<file path="src/rtl/spi_dev_pkg.sv">
package spi_dev_pkg;
  typedef enum logic {
    SEQ_IDLE = 1'b0,
    SEQ_RUN  = 1'b1
  } seq_state_e;
endpackage

</file>
<file path="src/rtl/spi_baud_div.sv">
module spi_baud_div #(
  parameter int DIV_W = 8
) (
  input  logic             clk,
  input  logic             rst_n,
  input  logic             load_i,
  input  logic [DIV_W-1:0] divisor_i,
  input  logic             run_i,
  output logic             tick_o
);
  logic [DIV_W-1:0] half_q, half_d;
  logic [DIV_W-1:0] cnt_q, cnt_d;

  // Half period in system clocks; divisors below two collapse to one.
  always_comb begin
    half_d = (divisor_i < DIV_W'(2)) ? DIV_W'(1) : (divisor_i >> 1);
    tick_o = run_i && (cnt_q == half_q - DIV_W'(1));
    cnt_d  = (!run_i || tick_o) ? '0 : cnt_q + DIV_W'(1);
  end

  always_ff @(posedge clk or negedge rst_n) begin
    if (!rst_n) begin
      half_q <= DIV_W'(1);
      cnt_q  <= '0;
    end else begin
      if (load_i) half_q <= half_d;
      cnt_q <= cnt_d;
    end
  end
endmodule

</file>
<file path="src/rtl/spi_frame_seq.sv">
module spi_frame_seq
  import spi_dev_pkg::*;
#(
  parameter int DATA_W = 8,
  parameter int IDX_W  = 3
) (
  input  logic              clk,
  input  logic              rst_n,
  input  logic              start_i,
  input  logic [DATA_W-1:0] tx_byte_i,
  input  logic [IDX_W-1:0]  dev_idx_i,
  input  logic              tick_i,
  input  logic              miso_i,
  output logic              load_o,
  output logic              busy_o,
  output logic              sck_o,
  output logic              mosi_o,
  output logic              strobe_n_o,
  output logic [IDX_W-1:0]  idx_o,
  output logic              done_o,
  output logic [DATA_W-1:0] rx_byte_o
);
  localparam int LAST = 2 * DATA_W;
  localparam int EW   = $clog2(LAST + 1);

  seq_state_e        state_q, state_d;
  logic              sck_q, sck_d;
  logic              strobe_n_q, strobe_n_d;
  logic [EW-1:0]     edge_q, edge_d;
  logic [DATA_W-1:0] tx_q, tx_d;
  logic [DATA_W-1:0] rx_q, rx_d;
  logic [DATA_W-1:0] out_q, out_d;
  logic [IDX_W-1:0]  idx_q, idx_d;
  logic              done_q, done_d;
  logic              out_en;

  assign load_o = (state_q == SEQ_IDLE) && start_i;

  always_comb begin
    state_d    = state_q;
    sck_d      = sck_q;
    strobe_n_d = strobe_n_q;
    edge_d     = edge_q;
    tx_d       = tx_q;
    rx_d       = rx_q;
    out_d      = out_q;
    idx_d      = idx_q;
    done_d     = 1'b0;
    out_en     = 1'b0;
    unique case (state_q)
      SEQ_IDLE: begin
        if (start_i) begin
          state_d    = SEQ_RUN;
          tx_d       = tx_byte_i;
          idx_d      = dev_idx_i;
          edge_d     = '0;
          sck_d      = 1'b0;
          strobe_n_d = 1'b0;
        end
      end
      SEQ_RUN: begin
        if (tick_i) begin
          if (edge_q == EW'(LAST)) begin
            // Half period after the last falling edge: release the strobe.
            state_d    = SEQ_IDLE;
            strobe_n_d = 1'b1;
            done_d     = 1'b1;
            out_d      = rx_q;
            out_en     = 1'b1;
          end else begin
            edge_d = edge_q + EW'(1);
            if (!sck_q) begin
              sck_d = 1'b1;
              rx_d  = {rx_q[DATA_W-2:0], miso_i};
            end else begin
              sck_d = 1'b0;
              tx_d  = {tx_q[DATA_W-2:0], 1'b0};
            end
          end
        end
      end
      default: state_d = SEQ_IDLE;
    endcase
  end

  always_ff @(posedge clk or negedge rst_n) begin
    if (!rst_n) begin
      state_q    <= SEQ_IDLE;
      sck_q      <= 1'b0;
      strobe_n_q <= 1'b1;
      edge_q     <= '0;
      tx_q       <= '0;
      rx_q       <= '0;
      out_q      <= '0;
      idx_q      <= '0;
      done_q     <= 1'b0;
    end else begin
      state_q    <= state_d;
      sck_q      <= sck_d;
      strobe_n_q <= strobe_n_d;
      edge_q     <= edge_d;
      tx_q       <= tx_d;
      rx_q       <= rx_d;
      idx_q      <= idx_d;
      done_q     <= done_d;
      if (out_en) out_q <= out_d;
    end
  end

  assign busy_o     = (state_q == SEQ_RUN);
  assign sck_o      = sck_q;
  assign mosi_o     = tx_q[DATA_W-1];
  assign strobe_n_o = strobe_n_q;
  assign idx_o      = idx_q;
  assign done_o     = done_q;
  assign rx_byte_o  = out_q;
endmodule

</file>
<file path="src/rtl/spi_sel_decode.sv">
module spi_sel_decode #(
  parameter int IDX_W = 3,
  localparam int NDEV = 1 << IDX_W
) (
  input  logic             strobe_n_i,
  input  logic [IDX_W-1:0] idx_i,
  output logic [NDEV-1:0]  sel_n_o
);
  for (genvar g = 0; g < NDEV; g++) begin : g_sel
    assign sel_n_o[g] = strobe_n_i | (idx_i != IDX_W'(g));
  end
endmodule

</file>
<file path="src/rtl/spi_dev_master.sv">
module spi_dev_master #(
  parameter int DATA_W = 8,
  parameter int IDX_W  = 3,
  parameter int DIV_W  = 8,
  localparam int NDEV  = 1 << IDX_W
) (
  input  logic              clk,
  input  logic              rst_n,
  input  logic              start_i,
  input  logic [DATA_W-1:0] tx_byte_i,
  input  logic [IDX_W-1:0]  dev_idx_i,
  input  logic [DIV_W-1:0]  divisor_i,
  input  logic              miso_i,
  output logic              busy_o,
  output logic              done_o,
  output logic [DATA_W-1:0] rx_byte_o,
  output logic              sck_o,
  output logic              mosi_o,
  output logic              strobe_n_o,
  output logic [NDEV-1:0]   dev_sel_n_o
);
  logic             load;
  logic             tick;
  logic [IDX_W-1:0] idx;

  spi_baud_div #(.DIV_W(DIV_W)) u_div (
    .clk       (clk),
    .rst_n     (rst_n),
    .load_i    (load),
    .divisor_i (divisor_i),
    .run_i     (busy_o),
    .tick_o    (tick)
  );

  spi_frame_seq #(.DATA_W(DATA_W), .IDX_W(IDX_W)) u_seq (
    .clk        (clk),
    .rst_n      (rst_n),
    .start_i    (start_i),
    .tx_byte_i  (tx_byte_i),
    .dev_idx_i  (dev_idx_i),
    .tick_i     (tick),
    .miso_i     (miso_i),
    .load_o     (load),
    .busy_o     (busy_o),
    .sck_o      (sck_o),
    .mosi_o     (mosi_o),
    .strobe_n_o (strobe_n_o),
    .idx_o      (idx),
    .done_o     (done_o),
    .rx_byte_o  (rx_byte_o)
  );

  spi_sel_decode #(.IDX_W(IDX_W)) u_dec (
    .strobe_n_i (strobe_n_o),
    .idx_i      (idx),
    .sel_n_o    (dev_sel_n_o)
  );
endmodule

</file>
<file path="config.mk">
export PLATFORM = sky130hd
export DESIGN_NAME = spi_dev_master
export DESIGN_NICKNAME = d
export VERILOG_FILES = /design/src/rtl/spi_dev_pkg.sv /design/src/rtl/spi_baud_div.sv /design/src/rtl/spi_frame_seq.sv /design/src/rtl/spi_sel_decode.sv /design/src/rtl/spi_dev_master.sv
export SDC_FILE = /design/constraint.sdc
export NUM_CORES = 1
export LEC_CHECK = 0
export BUFFER_PORTS_ARGS = -buffer_cell sky130_fd_sc_hd__buf_4
export CAP_MARGIN = 40
export CORE_MARGIN = 1.5
export CORE_UTILIZATION = 55
export DETAILED_ROUTE_END_ITERATION = 7
export GPL_TIMING_DRIVEN = 0
export PLACE_DENSITY = 0.78
export SLEW_MARGIN = 40
export SYNTH_ARGS = -nofsm -noshare
export SYNTH_HDL_FRONTEND = slang
export SYNTH_SLANG_ARGS = --single-unit
</file>
<file path="constraint.sdc">
create_clock -name clk -period 4.45 [get_ports clk]
set_clock_uncertainty 0.1 [all_clocks]
set_input_delay 0.2225 -clock clk [delete_from_list [all_inputs] [get_ports clk]]
set_output_delay 0.2225 -clock clk [all_outputs]
set_load 0.01 [all_outputs]
</file>
==> flow_summary.json <==
{
  "powerDensity_nw_per_um2": 473,
  "hold_class": "primary input to flop",
  "syn_avg_cell_area_um2": 11.2,
  "relSlewSlack": 0.583,
  "rows": 24,
  "postCtsHoldBufs": 1,
  "io-pin-count": 44,
  "dieArea_um2": 5100,
  "io_buffers": 42,
  "finalHoldViolations": 0,
  "finalCritPeriodShare": 0.809,
  "rsz0062_at_grt": "no",
  "ctsResizeCount": 0,
  "synth_top_area_frac": 0.476,
  "cp.required_ns": 4.55,
  "wl_per_cell_um": 15.4,
  "die_h_um": 71.4,
  "wl_met2_um": 2630,
  "r2r_slack_ns": 0.85,
  "cp-start-kind": "flop",
  "hold_slack_ns": 0.0373,
  "final.setup.tns_ns": 0,
  "tightestPinTransition_ns": 0.626,
  "syn2layout_area_growth_pct": 19.2,
  "yosysTopAreaCell": "dfrtp_1",
  "synth-edff-count": 0,
  "cts_sinks": 51,
  "vias": 1889,
  "clkLatencyLatePin_ns": 0.32,
  "cts_setup_buffers": 0,
  "cts_buffers": 5,
  "cts_tree": "built",
  "grt-ovfl-total": 0,
  "start_util": 0.579,
  "finalNetCount": 307,
  "grt.total_usage": 0.218,
  "met1_length_um": 2180,
  "final_cells": 333,
  "grt_pass1_wl_um": 8670,
  "max-vdd-ir-drop_v": 0.000268,
  "yosysSeqAreaShare": 0.497,
  "synth_fp_nets": 257,
  "dp.final_hpwl_um": 3680,
  "timing.max_cap.violations": 0,
  "place_ws_ns": 0.833,
  "dp_cells": 324,
  "drt-initial-drc-count": 112,
  "drtAntennaViolNets": 0,
  "dpl_cell_area_um2": 2960,
  "worstSetupPathType": "flop to flop",
  "core_area_um2": 4440,
  "power.total_mw": 1.45,
  "p_leak_nw": 1.46,
  "cts-root-buf": "clkbuf_8",
  "status": "finished with violations",
  "num_antenna_cells": 0,
  "gp_congestion": 0.864,
  "ys.flop_type": "dfrtp_1",
  "drtPass1Iterations": 6,
  "clkTransAtPathRegs_ns": 0.09,
  "synth_warnings": 0,
  "syn_inst": 230,
  "cp_max_fo": 9,
  "fin_ws_ns": 0.851,
  "final_layout_size_suffix_gt1_frac": 0.352,
  "drc": 2,
  "stdcell_area_um2": 3070,
  "critPathCaptureType": "flop",
  "cts_max_level": 2,
  "grt_max_degree": 52,
  "ys_async_sr_fraction": 1.00,
  "top_layer_used": "met4",
  "wl_um": 5120,
  "drt-vias-per-instance": 5.67,
  "synth_cell_types": 42,
  "nFillCells": 335,
  "die_w_um": 71.4,
  "clockBufferDepth": 2,
  "finalMaxSlewViolations": 0,
  "dr_wl_met3_um": 253,
  "synth_area_leaders": "dfrtp_1 (48%), mux2_2 (17%), nand3_1 (2.7%)",
  "antenna_found_initial": 0,
  "violations": "design-rule violations",
  "fin_util": 0.691,
  "fmax_mhz": 278,
  "first_global_vias": 1870,
  "synth_seq_cells": 51,
  "syn-cell-area_um2": 2570,
  "setup_viol": 0,
  "min_period_ns": 3.60,
  "worst-endpoint-arrival_ns": 3.70
}
## cell families (layout without fill, tap and decap cells)
family,after synthesis,in the layout,share of synthesized area
compound gates,26,26,0.0695
simple gates,81,81,0.173
fa+ha+maj,4,4,0.0194
flops,51,51,0.497
xor+xnor,14,14,0.0476
mux,39,39,0.171
buf+inv,15,66,0.0233
## layout by cell type (no fill, tap or decap), drive strengths merged, types with 5 or more instances in the layout
cell	netlist	layout
dfrtp	49	49
xor2	8	8
inv	7	8
nor3	7	7
o21ai	6	6
buf	3	45
nand3	14	14
mux2	39	39
clkbuf	5	10
xnor2	6	6
nand2	16	16
or3	5	5
nor2	14	14
## worst max-delay path, stage by stage, from the launching register on
cell and delay [ns]:
dfstp_2 0.52, clkbuf_1 0.27, inv_1 0.13, ha_1 0.28, or3_1 0.42, a31o_1 0.25, or3_1 0.37, buf_2 0.18
nor4_4 0.57, mux2_2 0.40
## sequential cells by signal (all words and copies together), names as in the netlist
register	cells
u_seq.busy_o	1
u_seq.done_o	1
u_seq.idx_o	3
u_seq.edge_q	5
u_div.cnt_q	8
u_seq.rx_q	8
u_seq.rx_byte_o	8
u_seq.strobe_n_o	1
u_seq.tx_q	8
u_div.half_q	7
u_seq.sck_o	1
## cells in the mapped netlist (all sizes together) (3+ instances only)
| cell type | instances |
|---|---|
| xor2 | 8 |
| o21ai | 6 |
| nand3 | 14 |
| nor2b | 4 |
| buf | 3 |
| ha | 4 |
| or4 | 3 |
| clkbuf | 5 |
| or3 | 5 |
| mux2 | 39 |
| dfrtp | 49 |
| o211ai | 4 |
| a31oi | 3 |
| nand2 | 16 |
| nor3 | 7 |
| nor2 | 14 |
| inv | 7 |
| and3 | 3 |
| a21oi | 3 |
| xnor2 | 6 |
| nand2b | 3 |
## layout make-up
type	instances	area [um2]	area share
plain buffers	8	33.8	0.0110
clock buffers	5	68.8	0.0224
clock inverters	3	28.8	0.00938
inverters	7	26.3	0.00856
multi-input cells	164	1240	0.405
flip-flops and latches	51	1280	0.417
well taps	52	65.1	0.0212
repair buffers	43	325	0.106
## per-layer routing
| layer | up-vias | GRT usage |
|---|---|---|
| met4 | 0 | 0.0812 |
| met3 | 5 | 0.0549 |
| li1 | 926 | - |
| met2 | 43 | 0.353 |
| met5 | - | 0 |
| met1 | 915 | 0.284 |
## power breakdown
part	leakage [nW]	switching, mW	internal (mW)
Sequential	0.661	0.0958	0.575
Clock	0.0502	0.167	0.117
Combinational	0.744	0.248	0.250
Total	1.46	0.511	0.941
## final timing paths
| path | from | end | cells after the start |
|---|---|---|---|
| setup / recovery | u_div.half_q[0] | u_seq.rx_q[1] | 9 |
| hold / removal | dev_idx_i[0] | u_seq.idx_o[0] | 2 |
| setup reg to reg | u_div.half_q[0] | u_seq.rx_q[1] | 9 |
| hold reg to reg | u_seq.tx_q[1] | u_seq.tx_q[1] | 1 |
| max in group asynchronous | rst_n | u_seq.tx_q[5] | 2 |
| min in group asynchronous | rst_n | u_div.cnt_q[2] | 2 |
No activity file was read; power rests on OpenSTA's default activity.
